===== src/rtl/dds_pkg.sv =====
package dds_pkg;

   localparam real TWO_PI = 6.283185307179586;

   // signed sine code for table index k of 2**aw entries, amplitude 2**(dw-1)-1
   function automatic int sine_code(input int k, input int aw, input int dw);
      real ang;
      real amp;
      ang = TWO_PI * real'(k) / real'(2 ** aw);
      amp = real'((2 ** (dw - 1)) - 1);
      return int'(amp * $sin(ang));
   endfunction

   // geometric preset increment for entry i of n
   function automatic longint preset_inc(input int i, input int n, input int acc_w,
                                         input longint clk_hz, input longint f_lo,
                                         input longint f_hi);
      real ratio;
      real f;
      ratio = real'(f_hi) / real'(f_lo);
      f     = real'(f_lo) * (ratio ** (real'(i) / real'(n - 1)));
      return longint'(f * (2.0 ** acc_w) / real'(clk_hz));
   endfunction

endpackage


===== src/rtl/dds_phase_acc.sv =====
module dds_phase_acc #(
   parameter int ACC_W = 32
) (
   input  logic             clk,
   input  logic             rst_n,
   input  logic             en,
   input  logic             use_preset,
   input  logic [ACC_W-1:0] inc_dir,
   input  logic [ACC_W-1:0] inc_pre,
   output logic [ACC_W-1:0] acc_o
);
   logic [ACC_W-1:0] inc_q;
   logic [ACC_W-1:0] acc_q;

   // increment is registered first, then used: a change never resets phase
   always_ff @(posedge clk) begin
      if (!rst_n) begin
         inc_q <= '0;
         acc_q <= '0;
      end else begin
         inc_q <= use_preset ? inc_pre : inc_dir;
         if (en) acc_q <= acc_q + inc_q;
      end
   end

   assign acc_o = acc_q;
endmodule


===== src/rtl/dds_step_sel.sv =====
module dds_step_sel #(
   parameter int     ACC_W    = 32,
   parameter int     N_PRESET = 12,
   parameter longint CLK_HZ   = 50_000_000,
   parameter longint F_LO     = 100,
   parameter longint F_HI     = 1_000_000,
   localparam int    IDX_W    = $clog2(N_PRESET)
) (
   input  logic             clk,
   input  logic             rst_n,
   input  logic             step_i,
   output logic [IDX_W-1:0] idx_o,
   output logic [ACC_W-1:0] inc_o
);
   localparam logic [IDX_W-1:0] LAST = IDX_W'(N_PRESET - 1);

   logic [ACC_W-1:0] tbl [N_PRESET];
   logic [IDX_W-1:0] idx_q;

   for (genvar i = 0; i < N_PRESET; i++) begin : g_tbl
      localparam longint VAL = dds_pkg::preset_inc(i, N_PRESET, ACC_W, CLK_HZ, F_LO, F_HI);
      assign tbl[i] = VAL[ACC_W-1:0];
   end

   always_ff @(posedge clk) begin
      if (!rst_n)      idx_q <= '0;
      else if (step_i) idx_q <= (idx_q == LAST) ? '0 : idx_q + 1'b1;
   end

   assign idx_o = idx_q;
   assign inc_o = tbl[idx_q];
endmodule


===== src/rtl/dds_sine_rom.sv =====
module dds_sine_rom #(
   parameter int PHASE_W      = 8,
   parameter int SMP_W        = 8,
   parameter bit QUARTER_WAVE = 1'b1
) (
   input  logic               clk,
   input  logic               rst_n,
   input  logic [PHASE_W-1:0] phase_i,
   output logic [SMP_W-1:0]   sample_o
);
   localparam int FULL_N = 2 ** PHASE_W;
   localparam int QTR_N  = 2 ** (PHASE_W - 2);

   logic [PHASE_W-1:0]      addr_q;
   logic signed [SMP_W-1:0] val;
   logic [SMP_W-1:0]        smp_q;

   if (QUARTER_WAVE) begin : g_quarter
      logic [SMP_W-1:0]   mag [QTR_N + 1];
      logic [1:0]         quad;
      logic [PHASE_W-2:0] lin_idx;
      logic [PHASE_W-2:0] mir_idx;

      for (genvar k = 0; k <= QTR_N; k++) begin : g_ent
         localparam int CODE = dds_pkg::sine_code(k, PHASE_W, SMP_W);
         assign mag[k] = SMP_W'(CODE);
      end

      assign quad    = addr_q[PHASE_W-1:PHASE_W-2];
      assign lin_idx = {1'b0, addr_q[PHASE_W-3:0]};
      // second and fourth quadrants read the table backwards
      assign mir_idx = quad[0] ? ((PHASE_W-1)'(QTR_N) - lin_idx) : lin_idx;

      always_comb begin
         val = signed'(mag[mir_idx]);
         if (quad[1]) val = -val;
      end
   end else begin : g_full
      logic [SMP_W-1:0] wave [FULL_N];

      for (genvar k = 0; k < FULL_N; k++) begin : g_ent
         localparam int CODE = dds_pkg::sine_code(k, PHASE_W, SMP_W);
         assign wave[k] = SMP_W'(CODE);
      end

      assign val = signed'(wave[addr_q]);
   end

   // address register, then sample register with top bit inverted to offset binary
   always_ff @(posedge clk) begin
      if (!rst_n) begin
         addr_q <= '0;
         smp_q  <= {1'b1, {(SMP_W-1){1'b0}}};
      end else begin
         addr_q <= phase_i;
         smp_q  <= {~val[SMP_W-1], val[SMP_W-2:0]};
      end
   end

   assign sample_o = smp_q;
endmodule


===== src/rtl/dds_sine_gen.sv =====
module dds_sine_gen #(
   parameter int     ACC_W        = 32,
   parameter int     PHASE_W      = 8,
   parameter int     SMP_W        = 8,
   parameter int     N_PRESET     = 12,
   parameter bit     QUARTER_WAVE = 1'b1,
   parameter longint CLK_HZ       = 50_000_000,
   parameter longint F_LO         = 100,
   parameter longint F_HI         = 1_000_000
) (
   input  logic             clk,
   input  logic             rst_n,
   input  logic             en,
   input  logic             use_preset,
   input  logic [ACC_W-1:0] inc_in,
   input  logic             step_i,
   output logic [ACC_W-1:0] phase_o,
   output logic [SMP_W-1:0] sample_o
);
   localparam int IDX_W = $clog2(N_PRESET);

   if (PHASE_W < 4 || PHASE_W > 12) begin : g_bad_phase
      $error("PHASE_W must lie in 4..12");
   end
   if (ACC_W < PHASE_W || ACC_W > 48) begin : g_bad_acc
      $error("ACC_W must be at least PHASE_W and at most 48");
   end
   if (SMP_W < 4) begin : g_bad_smp
      $error("SMP_W must be at least 4");
   end
   if (N_PRESET < 2) begin : g_bad_preset
      $error("N_PRESET must be at least 2");
   end
   if (F_LO <= 0 || F_HI < F_LO || 2 * F_HI > CLK_HZ) begin : g_bad_freq
      $error("frequency range must be positive and below half the clock");
   end

   logic [IDX_W-1:0] step_idx;
   logic [ACC_W-1:0] inc_pre;
   logic [ACC_W-1:0] acc;

   dds_step_sel #(
      .ACC_W(ACC_W), .N_PRESET(N_PRESET), .CLK_HZ(CLK_HZ), .F_LO(F_LO), .F_HI(F_HI)
   ) sel_i (
      .clk(clk), .rst_n(rst_n), .step_i(step_i), .idx_o(step_idx), .inc_o(inc_pre)
   );

   dds_phase_acc #(.ACC_W(ACC_W)) acc_i (
      .clk(clk), .rst_n(rst_n), .en(en), .use_preset(use_preset),
      .inc_dir(inc_in), .inc_pre(inc_pre), .acc_o(acc)
   );

   dds_sine_rom #(.PHASE_W(PHASE_W), .SMP_W(SMP_W), .QUARTER_WAVE(QUARTER_WAVE)) rom_i (
      .clk(clk), .rst_n(rst_n), .phase_i(acc[ACC_W-1:ACC_W-PHASE_W]), .sample_o(sample_o)
   );

   assign phase_o = acc;
endmodule


===== config.mk =====
export PLATFORM = sky130hd
export DESIGN_NAME = dds_sine_gen
export DESIGN_NICKNAME = d
export VERILOG_FILES = /design/src/rtl/dds_pkg.sv /design/src/rtl/dds_phase_acc.sv /design/src/rtl/dds_step_sel.sv /design/src/rtl/dds_sine_rom.sv /design/src/rtl/dds_sine_gen.sv
export SDC_FILE = /design/constraint.sdc
export NUM_CORES = 1
export LEC_CHECK = 0
export BUFFER_PORTS_ARGS = -buffer_cell sky130_fd_sc_hd__buf_2
export CAP_MARGIN = 0
export CELL_PAD_IN_SITES_DETAIL_PLACEMENT = 1
export CELL_PAD_IN_SITES_GLOBAL_PLACEMENT = 1
export CORE_UTILIZATION = 35
export DETAILED_ROUTE_END_ITERATION = 8
export PLACE_DENSITY_LB_ADDON = 0.1
export SLEW_MARGIN = 5
export SYNTH_ARGS = -nofsm -noshare
export SYNTH_HDL_FRONTEND = slang
export SYNTH_SLANG_ARGS = --single-unit

===== constraint.sdc =====
create_clock -name clk -period 5.7 [get_ports clk]
set_input_delay 0.57 -clock clk [delete_from_list [all_inputs] [get_ports clk]]
set_output_delay 0.57 -clock clk [all_outputs]
set_load 0.01 [all_outputs]

==> metrics.md <==
| Metric | Value |
|---|---|
| Setup TNS | 0 ps |
| Die area | between 15000 and 20000 um2 |
| First-pass GRT wire length | ~27000 um |
| Largest net degree at the start of global routing | 50 |
| Setup bufs post-CTS | 0 |
| Fin area | 6560 um2 |
| Vias | roughly 5200 |
| Adder-cell share of the synthesized area | 11.3% |
| Initial core utilization | a little over a third |
| Netlist cell types | 76 |
| Die height | about 130 um |
| Antenna cells | 0 |
| Reg area | roughly 1700 um2 |
| # nets final | between 800 and 900 |
| Worst setup EP type | flip-flop |
| Multi-input gate area | 3780 um2 |
| Syn Inst Count | between 600 and 700 |
| Mean Syn Cell Area | 8.33 um2 |
| Worst setup SP type | flip-flop |
| Final Hold Vio Count | 0 |
| Ports | 77 |
| Total CTS buffers | 9 |
| Synth Flop Type | dfxtp_1 |
| Remaining Overflow, GRT | 0 |
| Ratio of cells with drive above 1 in the final layout | between 10% and 20% |
| Register clock-pin slew on the reported worst setup and hold paths | approximately 60 ps |
| Synth Cell Area | 5710 um2 |
| FFs w/ async S/R, synth | 0% |
| Hold/Removal Path Class | in -> reg |
| Row count | 46 |
| Mux contribution to synthesized area | between 7 and 8% |
| Most frequent cells in the layout | dfxtp_1, buf_2, nor2_1, a21oi_1, ha_1 |
| Pleak | between 0.002 and 0.003 uW |
| Vias in the first global route | 5155 |
| Pwr Density | between 200 and 250 nW/um2 |
| Min cycle time layout | just under 4000 ps |
| Kind of critical path | reg -> reg |
| Vias/cell | ~5.4 |
| Hold WS | 417 ps |
| Initial antenna violation count | 0 |
| Iteration count of the initial detailed-routing pass | 4 |
| Post-Synth Simple-Gate Area | between 10% and 20% |
| Slew Limit Fails | 0 |
| Largest family of logic cells by synthesized area | compound AO/OA/AOI/OAI gates |
| Commonest non-fill, non-tap cell in the layout | dfxtp_1 |
| Max VDD drop | approximately 0.13 mV |
| # H-tree levels | 3 |
| Clock Skews | between 10 and 15 ps |
| DRC | 0 |
| Tot GR Track Use | about a fifth |
| Detailed Place HPWL | approximately 13000 um |
| CTS resizes | 0 |
| Syn Nets | a little under 800 |
| Total of max-cap violations | 0 |
| Slew at the pin with the worst max-slew slack | 1130 ps |
| Detail Route Antenna Nets | 0 |
| Cells after DPL | 948 |
| Wire length per cell | between 15 and 20 um |
| Seq/Total Area, Yosys | between 20% and 30% |
| Post-synthesis xor/xnor area fraction | under 10% |
| CTS Buffer Depth | 2 |
| Core area | approximately 16000 um2 |
| CTS tree | yes |
| Area grow syn2layout | 14.8% |
| Slew HR | 24.7% |
| Placed inst area | 6260 um2 |
| Tot Pwr | roughly 1600 uW |
| Tcrit/Tclk final | 69.5% |
| Post-CTS Hold Buffers | 0 |
| Routed WL | ~17000 um |
| Setup violations, final | 0 |
| Status | complete, no violations |
| Max FO, Critical Path | 11 |
| Clock latency at the later pin of the worst-skew pair | 350 ps |
| Post-synth EDFFs | 0 |
| Compound-Gate Fraction of Synth Area | a little under a quarter |
| Final non-filler cell total | roughly 960 |
| Yosys reg bits | 84 |
| Reg2Reg Setup Slack | between 1500 and 2000 ps |
| CTS Root Cell | clkbuf_16 |
| Die width | ~130 um |
| Placer Congestion | about 0.83 |
| RSZ-0062 raised after global routing | false |
| IO buf count | 76 |
| Fmax | between 200 and 300 MHz |
| Worst EP required | around 5900 ps |
| Arr. time, crit path | 4180 ps |
| 1st-iter DRT viols | 140 |
| Clock sinks | 84 |
| Synth Warn # | 0 |
| Final-layout fill cell count | 1960 |
power breakdown:
part           switching [uW]  total (uW)  leakage, uW  internal (uW)
sequential               34.1         660     0.000689            626
clock                     238         618     0.000149            380
combinational             200         343      0.00204            142
total                     472        1620      0.00288           1150
worst paths after layout:
check                  start                end  depth (start not counted)
max reg2reg  rom_i.addr_q[0]  rom_i.sample_o[2]                         14
max          rom_i.addr_q[0]  rom_i.sample_o[2]                         14
min reg2reg  acc_i.acc_o[22]    acc_i.acc_o[22]                          2
min               inc_in[27]    acc_i.inc_q[27]                          2
layer usage:
metal | up-vias | global-route usage (%) | wire length [um]
met5 | - | 0 | 0
met4 | 0 | 6.16 | 329
met3 | 20 | 3.94 | 440
met2 | 77 | 37.2 | 8420
met1 | 2479 | 25.0 | 7680
li1 | 2589 | - | -
worst max-delay path, cell delays in order, from the launching register on:
cell     delay [ps]
dfxtp_1         590
inv_1           210
ha_1            330
nand2_1          50
o21ai_1         420
ha_1            430
nor2_1          110
mux4_1          520
a211o_1         300
nand3_1         140
inv_1            80
ha_1            230
nor2_1          150
o21ai_0         100
nor3b_1         170
synthesized netlist by cell type, drive strengths merged (3+ instances only):
cell	n	area, um2
or3	5	36.3
o211ai	6	45.0
o21ai	48	248
o311ai	6	70.1
o31ai	7	71.3
a211o	3	26.3
and3	4	25.0
nor4	4	31.3
inv	26	97.6
mux2	3	33.8
a21o	17	128
a211oi	16	125
a21oi	61	309
mux2i	32	320
buf	10	52.6
ha	50	626
xnor2	18	158
clkbuf	25	93.8
o2111ai	5	43.8
nand2b	20	125
o21a	8	61.3
a31oi	8	50.1
nand3	26	135
nor3b	4	30.0
nand3b	8	60.1
nor2	74	280
and2	17	106
nor3	12	70.1
a311oi	3	26.3
xor2	11	123
dfxtp	84	1680
nor2b	3	18.8
nand2	35	131
kinds of logic after synthesis:
family | count (synthesis)
AOI/OAI and AO/OA | 205
muxes | 37
buffers and inverters | 62
and+or+nand+nor | 218
DFF | 84
xor gates and xnor gates | 29
adders and majority gates | 51
area by class of cell:
cell class	count	share of cell area [%]
multi-input cells	540	57.7
flip-flops and latches	84	25.6
repair buffers	81	6.37
well taps	216	4.12
clock buffers	10	3.49
inverters	27	1.55
clock inverters	4	1.13
state kept, by name, summed over array words and instances, names as in the netlist:
signal	flops
rom_i.sample_o	8
acc_i.inc_q	32
acc_i.acc_o	32
sel_i.idx_o	4
rom_i.addr_q	8
through the flow:
stage | setup slack, ps | util (%)
after detailed placement | 1730 | 39.4
after CTS | 1720 | 41.3
after global placement | 1870 | 39.4
after floorplan | 2390 | -
final | 1740 | 41.3
after global routing | 1380 | 41.3
Note: power is estimated with default switching activity, not from simulation.
